## src/rtl/tmode_pkg.sv

```systemverilog
package tmode_pkg;

   localparam int TM_CODE_W = 4;

   typedef struct packed {
      logic filt;
      logic lb;
      logic rx_hold;
      logic tx_hold;
      logic force_cnt;
      logic mon;
   } tmode_ctl_t;

   function automatic tmode_ctl_t tm_decode(input logic [TM_CODE_W-1:0] c);
      tmode_ctl_t d;
      d = '0;
      case (c)
         4'b0001: d.mon = 1'b1;
         4'b0010: d.filt = 1'b1;
         4'b0011: begin d.filt = 1'b1; d.mon = 1'b1; end
         4'b0100: d.force_cnt = 1'b1;
         4'b0101: begin d.filt = 1'b1; d.force_cnt = 1'b1; end
         4'b0110: d.lb = 1'b1;
         4'b0111: begin d.lb = 1'b1; d.mon = 1'b1; end
         4'b1000: begin d.filt = 1'b1; d.rx_hold = 1'b1; end
         4'b1001: d.tx_hold = 1'b1;
         default: d = '0;
      endcase
      return d;
   endfunction

endpackage

```

## src/rtl/tmode_sync_edge.sv

```systemverilog
module tmode_sync_edge #(
   parameter int STAGES      = 2,
   parameter bit RISING_EDGE = 1'b1
) (
   input  logic clk,
   input  logic rst_n,
   input  logic din,
   output logic evt
);
   localparam int LAST = STAGES;

   if (STAGES < 2) begin : g_bad_stages
      $error("tmode_sync_edge: STAGES must be at least 2");
   end

   logic [LAST:0] q;

   always_ff @(posedge clk or negedge rst_n) begin
      if (!rst_n) q <= '0;
      else        q <= {q[LAST-1:0], din};
   end

   if (RISING_EDGE) begin : g_rise
      assign evt = q[LAST-1] & ~q[LAST];
   end else begin : g_fall
      assign evt = ~q[LAST-1] & q[LAST];
   end


   evt_single_chk: assert property (@(posedge clk) disable iff (!rst_n)
      evt |=> !evt) else $error("edge event lasted more than one cycle");

endmodule

```

## src/rtl/tmode_chan.sv

```systemverilog
module tmode_chan
   import tmode_pkg::*;
#(
   parameter int WORD_W = 10
) (
   input  logic                 clk,
   input  logic                 rst_n,
   input  logic                 ld_en,
   input  logic [TM_CODE_W-1:0] tcode,
   input  logic                 bypass,
   input  logic                 up_evt,
   input  logic                 dn_evt,
   input  logic [WORD_W-1:0]    rx_ser,
   input  logic [WORD_W-1:0]    tx_in,
   output logic [WORD_W-1:0]    rx_out,
   output logic [WORD_W-1:0]    tx_out,
   output logic                 rx_rst,
   output logic                 tx_rst,
   output logic                 mon_req
);
   localparam logic [WORD_W-1:0] ACC_MAX = {WORD_W{1'b1}};
   localparam logic [WORD_W-1:0] ACC_ONE = {{(WORD_W-1){1'b0}}, 1'b1};

   logic [TM_CODE_W-1:0] code_q;
   tmode_ctl_t           ctl;
   logic [WORD_W-1:0]    acc_q;
   logic                 clr;

   // hold element: clock-enabled register standing in for the gated latch
   always_ff @(posedge clk or negedge rst_n) begin
      if (!rst_n)     code_q <= '0;
      else if (ld_en) code_q <= tcode;
   end

   assign ctl     = tm_decode(code_q);
   assign rx_rst  = ctl.rx_hold & ~bypass;
   assign tx_rst  = ctl.tx_hold & ~bypass;
   assign clr     = rx_rst;
   assign mon_req = ctl.mon;

   always_ff @(posedge clk or negedge rst_n) begin
      if (!rst_n) begin
         acc_q <= '0;
      end else if (clr) begin
         acc_q <= '0;
      end else if (ctl.force_cnt && (up_evt != dn_evt)) begin
         if (up_evt && acc_q != ACC_MAX)  acc_q <= acc_q + ACC_ONE;
         else if (dn_evt && acc_q != '0)  acc_q <= acc_q - ACC_ONE;
      end
   end

   assign rx_out = ctl.filt ? acc_q  : rx_ser;
   assign tx_out = ctl.lb   ? rx_ser : tx_in;


   hold_stable_chk: assert property (@(posedge clk) disable iff (!rst_n)
      !ld_en |=> $stable(code_q)) else $error("held code moved without load");

   load_follow_chk: assert property (@(posedge clk) disable iff (!rst_n)
      ld_en |=> code_q == $past(tcode)) else $error("held code missed load");

   bypass_chk: assert property (@(posedge clk) disable iff (!rst_n)
      bypass |-> (!rx_rst && !tx_rst)) else $error("reset under bypass");

   loop_chk: assert property (@(posedge clk) disable iff (!rst_n)
      ctl.lb |-> (tx_out == rx_ser && rx_out == rx_ser)) else $error("loopback word");

   step_chk: assert property (@(posedge clk) disable iff (!rst_n)
      !clr |=> (acc_q == $past(acc_q) || acc_q == $past(acc_q) + ACC_ONE
                || acc_q == $past(acc_q) - ACC_ONE)) else $error("accumulator jump");

   idle_chk: assert property (@(posedge clk) disable iff (!rst_n)
      (!clr && !ctl.force_cnt) |=> $stable(acc_q)) else $error("count outside force mode");

   sat_hi_chk: assert property (@(posedge clk) disable iff (!rst_n)
      (acc_q == ACC_MAX && !clr) |=> acc_q >= ACC_MAX - ACC_ONE) else $error("wrap at top");

   sat_lo_chk: assert property (@(posedge clk) disable iff (!rst_n)
      (acc_q == '0) |=> acc_q <= ACC_ONE) else $error("wrap at zero");

   clr_chk: assert property (@(posedge clk) disable iff (!rst_n)
      rx_rst |=> acc_q == '0) else $error("accumulator not cleared");

endmodule

```

## src/rtl/tmode_ctrl.sv

```systemverilog
module tmode_ctrl
   import tmode_pkg::*;
#(
   parameter int NUM_CH      = 4,
   parameter int WORD_W      = 10,
   parameter int SYNC_STAGES = 2
) (
   input  logic                     clk,
   input  logic                     rst_n,
   input  logic [NUM_CH-1:0]        ld_en,
   input  logic [TM_CODE_W-1:0]     tcode,
   input  logic                     pll_bypass,
   input  logic                     up_pulse,
   input  logic                     mon_in,
   output logic                     mon_out,
   output logic                     mon_oe,
   input  logic [NUM_CH-1:0]        pll_fb,
   input  logic [NUM_CH*WORD_W-1:0] rx_ser,
   input  logic [NUM_CH*WORD_W-1:0] tx_in,
   output logic [NUM_CH*WORD_W-1:0] rx_out,
   output logic [NUM_CH*WORD_W-1:0] tx_out,
   output logic [NUM_CH-1:0]        rx_rst,
   output logic [NUM_CH-1:0]        tx_rst
);
   if (NUM_CH < 1) begin : g_bad_ch
      $error("tmode_ctrl: NUM_CH must be at least 1");
   end
   if (WORD_W < 2) begin : g_bad_w
      $error("tmode_ctrl: WORD_W must be at least 2");
   end

   logic              up_evt, dn_raw, dn_evt;
   logic [NUM_CH-1:0] mon_req;
   logic [NUM_CH-1:0] grant;

   tmode_sync_edge #(.STAGES(SYNC_STAGES), .RISING_EDGE(1'b1)) u_up (
      .clk(clk), .rst_n(rst_n), .din(up_pulse), .evt(up_evt));
   tmode_sync_edge #(.STAGES(SYNC_STAGES), .RISING_EDGE(1'b1)) u_dn (
      .clk(clk), .rst_n(rst_n), .din(mon_in), .evt(dn_raw));

   // decrement pulses only count while the shared pin is an input
   assign dn_evt = dn_raw & ~mon_oe;

   for (genvar ch = 0; ch < NUM_CH; ch++) begin : g_ch
      tmode_chan #(.WORD_W(WORD_W)) u_chan (
         .clk    (clk),
         .rst_n  (rst_n),
         .ld_en  (ld_en[ch]),
         .tcode  (tcode),
         .bypass (pll_bypass),
         .up_evt (up_evt),
         .dn_evt (dn_evt),
         .rx_ser (rx_ser[ch*WORD_W +: WORD_W]),
         .tx_in  (tx_in[ch*WORD_W +: WORD_W]),
         .rx_out (rx_out[ch*WORD_W +: WORD_W]),
         .tx_out (tx_out[ch*WORD_W +: WORD_W]),
         .rx_rst (rx_rst[ch]),
         .tx_rst (tx_rst[ch]),
         .mon_req(mon_req[ch])
      );
   end

   // lowest lane index wins the monitor pin
   always_comb begin
      grant = '0;
      for (int i = NUM_CH - 1; i >= 0; i--) begin
         if (mon_req[i]) grant = '0;
         if (mon_req[i]) grant[i] = 1'b1;
      end
   end

   assign mon_oe  = |mon_req;
   assign mon_out = |(grant & pll_fb);


   grant_chk: assert property (@(posedge clk) disable iff (!rst_n)
      $onehot0(grant) && ((grant == '0) == !mon_oe)) else $error("monitor grant");

   mon_idle_chk: assert property (@(posedge clk) disable iff (!rst_n)
      !mon_oe |-> !mon_out) else $error("monitor driven while idle");

   dn_block_chk: assert property (@(posedge clk) disable iff (!rst_n)
      mon_oe |-> !dn_evt) else $error("decrement while pin driven");

endmodule

```

## config.mk

```make
export PLATFORM = sky130hd
export DESIGN_NAME = tmode_ctrl
export DESIGN_NICKNAME = d
export VERILOG_FILES = /design/src/rtl/tmode_pkg.sv /design/src/rtl/tmode_sync_edge.sv /design/src/rtl/tmode_chan.sv /design/src/rtl/tmode_ctrl.sv
export SDC_FILE = /design/constraint.sdc
export NUM_CORES = 1
export LEC_CHECK = 0
export BUFFER_PORTS_ARGS = -buffer_cell sky130_fd_sc_hd__buf_2
export CAP_MARGIN = 20
export CORE_MARGIN = 3
export CORE_UTILIZATION = 55
export DETAILED_ROUTE_END_ITERATION = 16
export HOLD_SLACK_MARGIN = 0.05
export PLACE_DENSITY = 0.95
export SYNTH_ARGS = -nofsm -noshare
export SYNTH_HDL_FRONTEND = slang
export SYNTH_SLANG_ARGS = --single-unit
```

## constraint.sdc

```tcl
create_clock -name clk -period 5.45 [get_ports clk]
set_input_delay 0.8175 -clock clk [delete_from_list [all_inputs] [get_ports clk]]
set_output_delay 0.8175 -clock clk [all_outputs]
set_load 0.005 [all_outputs]
```

Word-level counts from Yosys, hierarchy flattened
Index checks and enable logic that the tools add are counted.
- $add $sub $neg: 8
- equality and inequality tests: 41
- muxes and demuxes: 55
- bitwise logic cells: 16
- reductions and logical operators: 46
- operators with widths (kind ; count):
    $mux 10 ; 24
    $eq 4x3->1 const B ; 16
    $add 10x1->10 const B ; 4
    $ne 10x10->1 const B ; 4
    $reduce_bool 10->1 ; 4
    $sub 10x1->10 const B ; 4
    $eq 4x2->1 const B ; 8
    $eq 4x4->1 const B ; 8
    $mux 1 ; 28
    $reduce_or 4->1 ; 6
    $eq 4x1->1 const B ; 4
    $reduce_or 2->1 ; 8
    $logic_and 1x1->1 ; 12
    $mux 4 ; 3
    $reduce_bool 3->1 ; 4
    $reduce_or 3->1 ; 4
    $and 1x1->1 ; 11
    $reduce_and 2->1 ; 4
    $reduce_bool 2->1 ; 4
    $and 4x4->4 ; 1
    $not 1->1 ; 4
    $ne 1x1->1 ; 1
- register bits after elaboration: 62
- input port bits: 97

Longest topological paths before layout
- depth in word-level cells: 12
- gate-level depth with buffers: 11
- mapped depth without buffers: 9

Hierarchy
A second synthesis with hierarchy kept.
- cell total of the unflattened synthesis: 561
- area total of the unflattened synthesis: 5457.7 um2
- by module, submodules not included (module ; instances ; cells each ; area each (um2)):
    tmode_chan at g_ch[0].u_chan ... ; 2 ; 138 ; 1311.3
    tmode_chan at g_ch[3].u_chan ; 1 ; 138 ; 1323.8
    tmode_chan at g_ch[2].u_chan ; 1 ; 131 ; 1276.2
    tmode_sync_edge ; 2 ; 4 ; 88.8
    tmode_ctrl ; 1 ; 8 ; 57.6

Least setup slack after synthesis
OpenSTA, ideal clock, no wires.
- kind: flip-flop to flip-flop
- start: register g_ch[2].u_chan.acc_q[0]
- end: register g_ch[2].u_chan.acc_q[9]
- arrival time: 3.043 ns
- setup slack: 2.329 ns
- stages on the path, launching flop included: 10
- buffers on the path: 0
- period minus slack after synthesis: 3.121 ns
- cells stage by stage: dfrtp_1 -> nand4_1 -> o31ai_1 -> ha_1 -> a21oi_1 -> o2111ai_1 -> a311oi_1 -> xor2_1 -> or3_1 -> a21oi_1
- cells in the longest elaborated chain, start to end: 5
- elaborated cells between the ends (all ways): 12
- those cells by class: add/sub: 2; eq/ne: 1; mux: 4; reduce/logical: 5
- RTL lines (element ; RTL line ; source):
    start: declaration ; tmode_chan.sv:26 ; logic [WORD_W-1:0] acc_q;
    start signal: assignment ; tmode_chan.sv:47 ; if (up_evt && acc_q != ACC_MAX) acc_q <= acc_q + ACC_ONE;
    start signal: assignment ; tmode_chan.sv:48 ; else if (dn_evt && acc_q != '0) acc_q <= acc_q - ACC_ONE;
    $sub 10x1->10 / $ne 10x10->1 (equally long branches) ; tmode_chan.sv:48, tmode_chan.sv:47 ;
    $mux 10 / $logic_and 1x1->1 (equally long branches) ; tmode_chan.sv:48, tmode_chan.sv:47 ;
    $mux 10 ; tmode_chan.sv:47 ;
    $mux 10 ; tmode_chan.sv:46 ; end else if (ctl.force_cnt && (up_evt != dn_evt)) begin
    $mux 10 ; tmode_chan.sv:44 ; end else if (clr) begin
Several ways; a longest one is shown, not always the timed one. The select of a mux whose other input is x is not followed.
A chain may end at the register's enable or synchronous reset.

Final worst setup path
- start: register g_ch[0].u_chan.code_q[2]
- end: output rx_out[1]
- cells in the longest elaborated chain, start to end: 4
- elaborated cells between the ends (all ways): 7
- those cells by class: eq/ne: 4; mux: 2; reduce/logical: 1
- RTL lines (element ; RTL line ; source):
    start: declaration ; tmode_chan.sv:24 ; logic [TM_CODE_W-1:0] code_q;
    start signal: assignment ; tmode_chan.sv:32 ; else if (ld_en) code_q <= tcode;
    $eq 4x2->1, or another cell as far along ; tmode_pkg.sv:17 ; case (c)
    $reduce_or 4->1 (no line) * ; -- ;
    $mux 1 * ; tmode_pkg.sv:17 ;
    $mux 10 * ; tmode_chan.sv:52 ; assign rx_out = ctl.filt ? acc_q : rx_ser;
    end: declaration ; tmode_ctrl.sv:20 ; output logic [NUM_CH*WORD_W-1:0] rx_out,
Mark *: on every way between the ends. The rest lies on a longest branch, timed or not.

==> summary.txt <==
status - completed
worst hold stages - 0
min Tclk post-route - 3.27 ns
H-tree depth - 3
MaxCap Viol Count - 0
NumNets Final - 872
Worst Path Buf+Inv - 1
GRT Util Overall - 0.273
share of post-route cells with drive strength above 1 - 0.413
Worst-Skew Late Latency - 0.35 ns
Hold Path Origin - u_dn.q[0]$_DFF_PN0_
Pins Over Slew Limit - 0
final wirelength - 15.2 mm
Syn Area/Cell - 9.75 um^2
TritonCTS clock tree - yes
Hold Crit Class - flop to flop
initial antenna violation count - 0
die height - 105 um
Synth area leader - dfrtp_1
synthesized instance count - 553
hpwl dp - 11.6 mm
Switching Fraction - 0.421
Post-Synth XOR/XNOR Area - 0.0536
critical path depth - 6
Clock power frac - 0.184
most frequent cells in the layout - 186 x buf_2, 81 x mux2_2, 62 x dfrtp_1
RSZ-0062 raised after global routing - no
Die W - 105 um
placed cells - 856
ys async rst share - 1.00
CP max stage cell - o21ai_1
complex-gate fraction of the synthesized area - 0.127
largest family of logic cells by synthesized area - multiplexers
Critical Path RT - 4.63 ns
root buf cell - clkbuf_8
CORE AREA - 9370 um^2
multi-input logic area - 3670 um^2
CTS Buf Count - 9
Adder-Cell Fraction of Synth Area - 0.0891
Synth cell types - 57
leakage power - 3.09 nW
First-pass DRT Iterations - 5
largest delay contributor family on the critical path - compound AO/OA/AOI/OAI gates
Pint - 1.76 mW
simple-gate share of the synthesized area - 0.164
R2R Path Start - u_up.q[2]$_DFF_PN0_
final setup fails - 0
first-pass GRT wire length - 24.8 mm
mapped cell area - 5390 um^2
WS Path Type - flop to primary output
final antenna-violating net count - 0
routability congestion estimate - 0.916
DR WL/cell - 17.4 um
Overflow after GRT - 0
crit start category - flop
setup TNS - 0 ns
register area - 1550 um^2
Post-Layout Cell Count - 873
Pwr Density - 453 nW/um^2
Ports - 187
Yosys reg bits - 62
Die ar. - 11000 um^2
Slew HR - 0.290
commonest non-fill, non-tap cell in the layout - buf_2
synth warn - 0
clk_skew - 0.0108 ns
CTS Hold Bufs - 0
post-cts sizing count - 0
CP max FO - 10
worst-case clock buffer depth - 2
Main synth FF type - dfrtp_1
Reg power frac - 0.284
slowest stage delay, CP - 0.82 ns
reg2reg end - g_ch[0].u_chan.acc_q[9]$_DFFE_PN0P_
IR drop worst, VDD - 0.000218 V
crit path DAT - 2.45 ns
setup bufs post-CTS - 0
hold slack - 0.354 ns
clock slew at reported path FFs - 0.07 ns
area share of the largest cell type after synthesis - 0.288
largest cells by area after synthesis - dfrtp_1 29%, mux2_2 17%, ha_1 7.4%
Post-synth EDFFs - 0
initial DRC count - 255
Seq/Total Area, Yosys - 0.288
largest net degree at the start of global routing - 63
via count of the routed design - 5205
NetSw - 1.28 mW
drt via density - 5.96
CP cell instances - nor2b_1 > nand2_1 > o21ai_1 > o21ai_1 > mux2_2 > buf_2
Max Clk Rate - 306 MHz
row cnt - 35
mux contribution to synthesized area - 0.247
syn nets - 686
Final period util - 0.599
vias in the first global route - 5205
clock sinks - 62
Final Hold Fails - 0
Worst R2R Setup Slack - 2.24 ns
worst min-delay path endpoint - u_dn.q[1]$_DFF_PN0_
drc violations - 0
worst reg2reg path depth - 10
# diodes - 0
Slew @ Worst Pin - 1.06 ns
Fill cells - 698
CP Capture Type - primary output
Initial Utilization - 0.576
# port buffers - 186
Logic pwr share - 0.532
Most common cell on crit path - o21ai_1
synthesis-to-layout area growth - 24.4%
Pwr Total - 3.04 mW
==> power by group through the flow <==
stage                     Combinational (mW)  Clock (mW)  Sequential, mW
after floorplan                         1.22           0           0.777
final                                   1.61       0.559           0.863
after global placement                  1.52           0           0.848
after detailed placement                1.59           0           0.865
after global routing                    1.81       0.580           0.891
after CTS                               1.61       0.561           0.857
==> registers in the layout (all words and copies together) (netlist names) <==
| name | flops |
|---|---|
| g_ch.u_chan.acc_q | 40 |
| g_ch.u_chan.code_q | 16 |
| u_dn.q | 3 |
| u_up.q | 3 |
==> area by class of cell <==
type,instances,area share
clock buffer,9,0.0185
clock inverter,7,0.0215
inverter,11,0.00616
multi-input combinational,458,0.547
sequential,62,0.231
tap,129,0.0241
timing repair buffer,197,0.151
==> metrics by stage <==
stage | utilization | instance area (um^2) | worst slack (ns)
2_1_floorplan | - | 5390 | 2.33
3_3_place_gp | 0.686 | 6430 | 2.41
3_5_place_dp | 0.686 | 6430 | 2.28
4_1_cts | 0.715 | 6700 | 2.20
5_1_grt | 0.716 | 6710 | 2.02
6_report | 0.716 | 6710 | 2.18
==> cell usage after synthesis, types with 2 or more instances <==
cell       instances
nor3b_1            2
a21oi_1           28
mux2_1            15
nand3_1           20
nor2b_1            7
nor4b_1            4
buf_2              4
nand2b_1          10
o21ai_1            8
xnor2_1           23
xor2_1            10
o21bai_1           3
inv_1             11
a31oi_1            5
mux2i_1           25
nand3b_1           3
o31ai_1            4
nand2_1           27
a311oi_1           2
ha_1              32
o2111ai_1          2
nor3_1             6
o41ai_1            3
dfrtp_1           62
a31o_2             4
a21o_1             3
a211oi_1           8
clkbuf_1           8
nor4_1            12
o21ai_0           11
buf_4              9
or3_1              2
nand4_1           12
a211o_1            3
and2b_1            3
mux2_2            81
a21boi_0           2
nand2b_4           2
o211ai_1           5
and3_1             2
fa_1               4
nor2_1            51
==> worst max-delay path by stage <==
stage / from / endpoint
2_1_floorplan: g_ch[2].u_chan.acc_q[0]$_DFFE_PN0P_ / g_ch[2].u_chan.acc_q[9]$_DFFE_PN0P_
3_3_place_gp: u_up.q[2]$_DFF_PN0_ / g_ch[0].u_chan.acc_q[9]$_DFFE_PN0P_
3_5_place_dp: u_up.q[1]$_DFF_PN0_ / g_ch[0].u_chan.acc_q[9]$_DFFE_PN0P_
4_1_cts: g_ch[0].u_chan.code_q[2]$_DFFE_PN0P_ / rx_out[8]
5_1_grt: u_up.q[1]$_DFF_PN0_ / g_ch[0].u_chan.acc_q[9]$_DFFE_PN0P_
6_report: g_ch[0].u_chan.code_q[2]$_DFFE_PN0P_ / rx_out[1]
==> routing by layer <==
metal  up-vias  GRT usage  wire length [um]
met5         -          0                 0
met4         0      0.100               307
met3        27     0.0525               938
met2       192      0.497              7950
met1      2558      0.316              6010
li1       2428          -                 -
==> logic make-up (layout without fill, tap and decap cells) <==
| logic type | count (synthesis) | count (layout) |
|---|---|---|
| XOR/XNOR | 33 | 33 |
| buffers and inverters | 33 | 224 |
| adder cells (fa/ha/maj) | 36 | 36 |
| multiplexers | 121 | 121 |
| AND/OR/NAND/NOR | 169 | 169 |
| AO/OA/AOI/OAI | 99 | 99 |
| flip-flops | 62 | 62 |
Power figures use the tool's default switching activity.
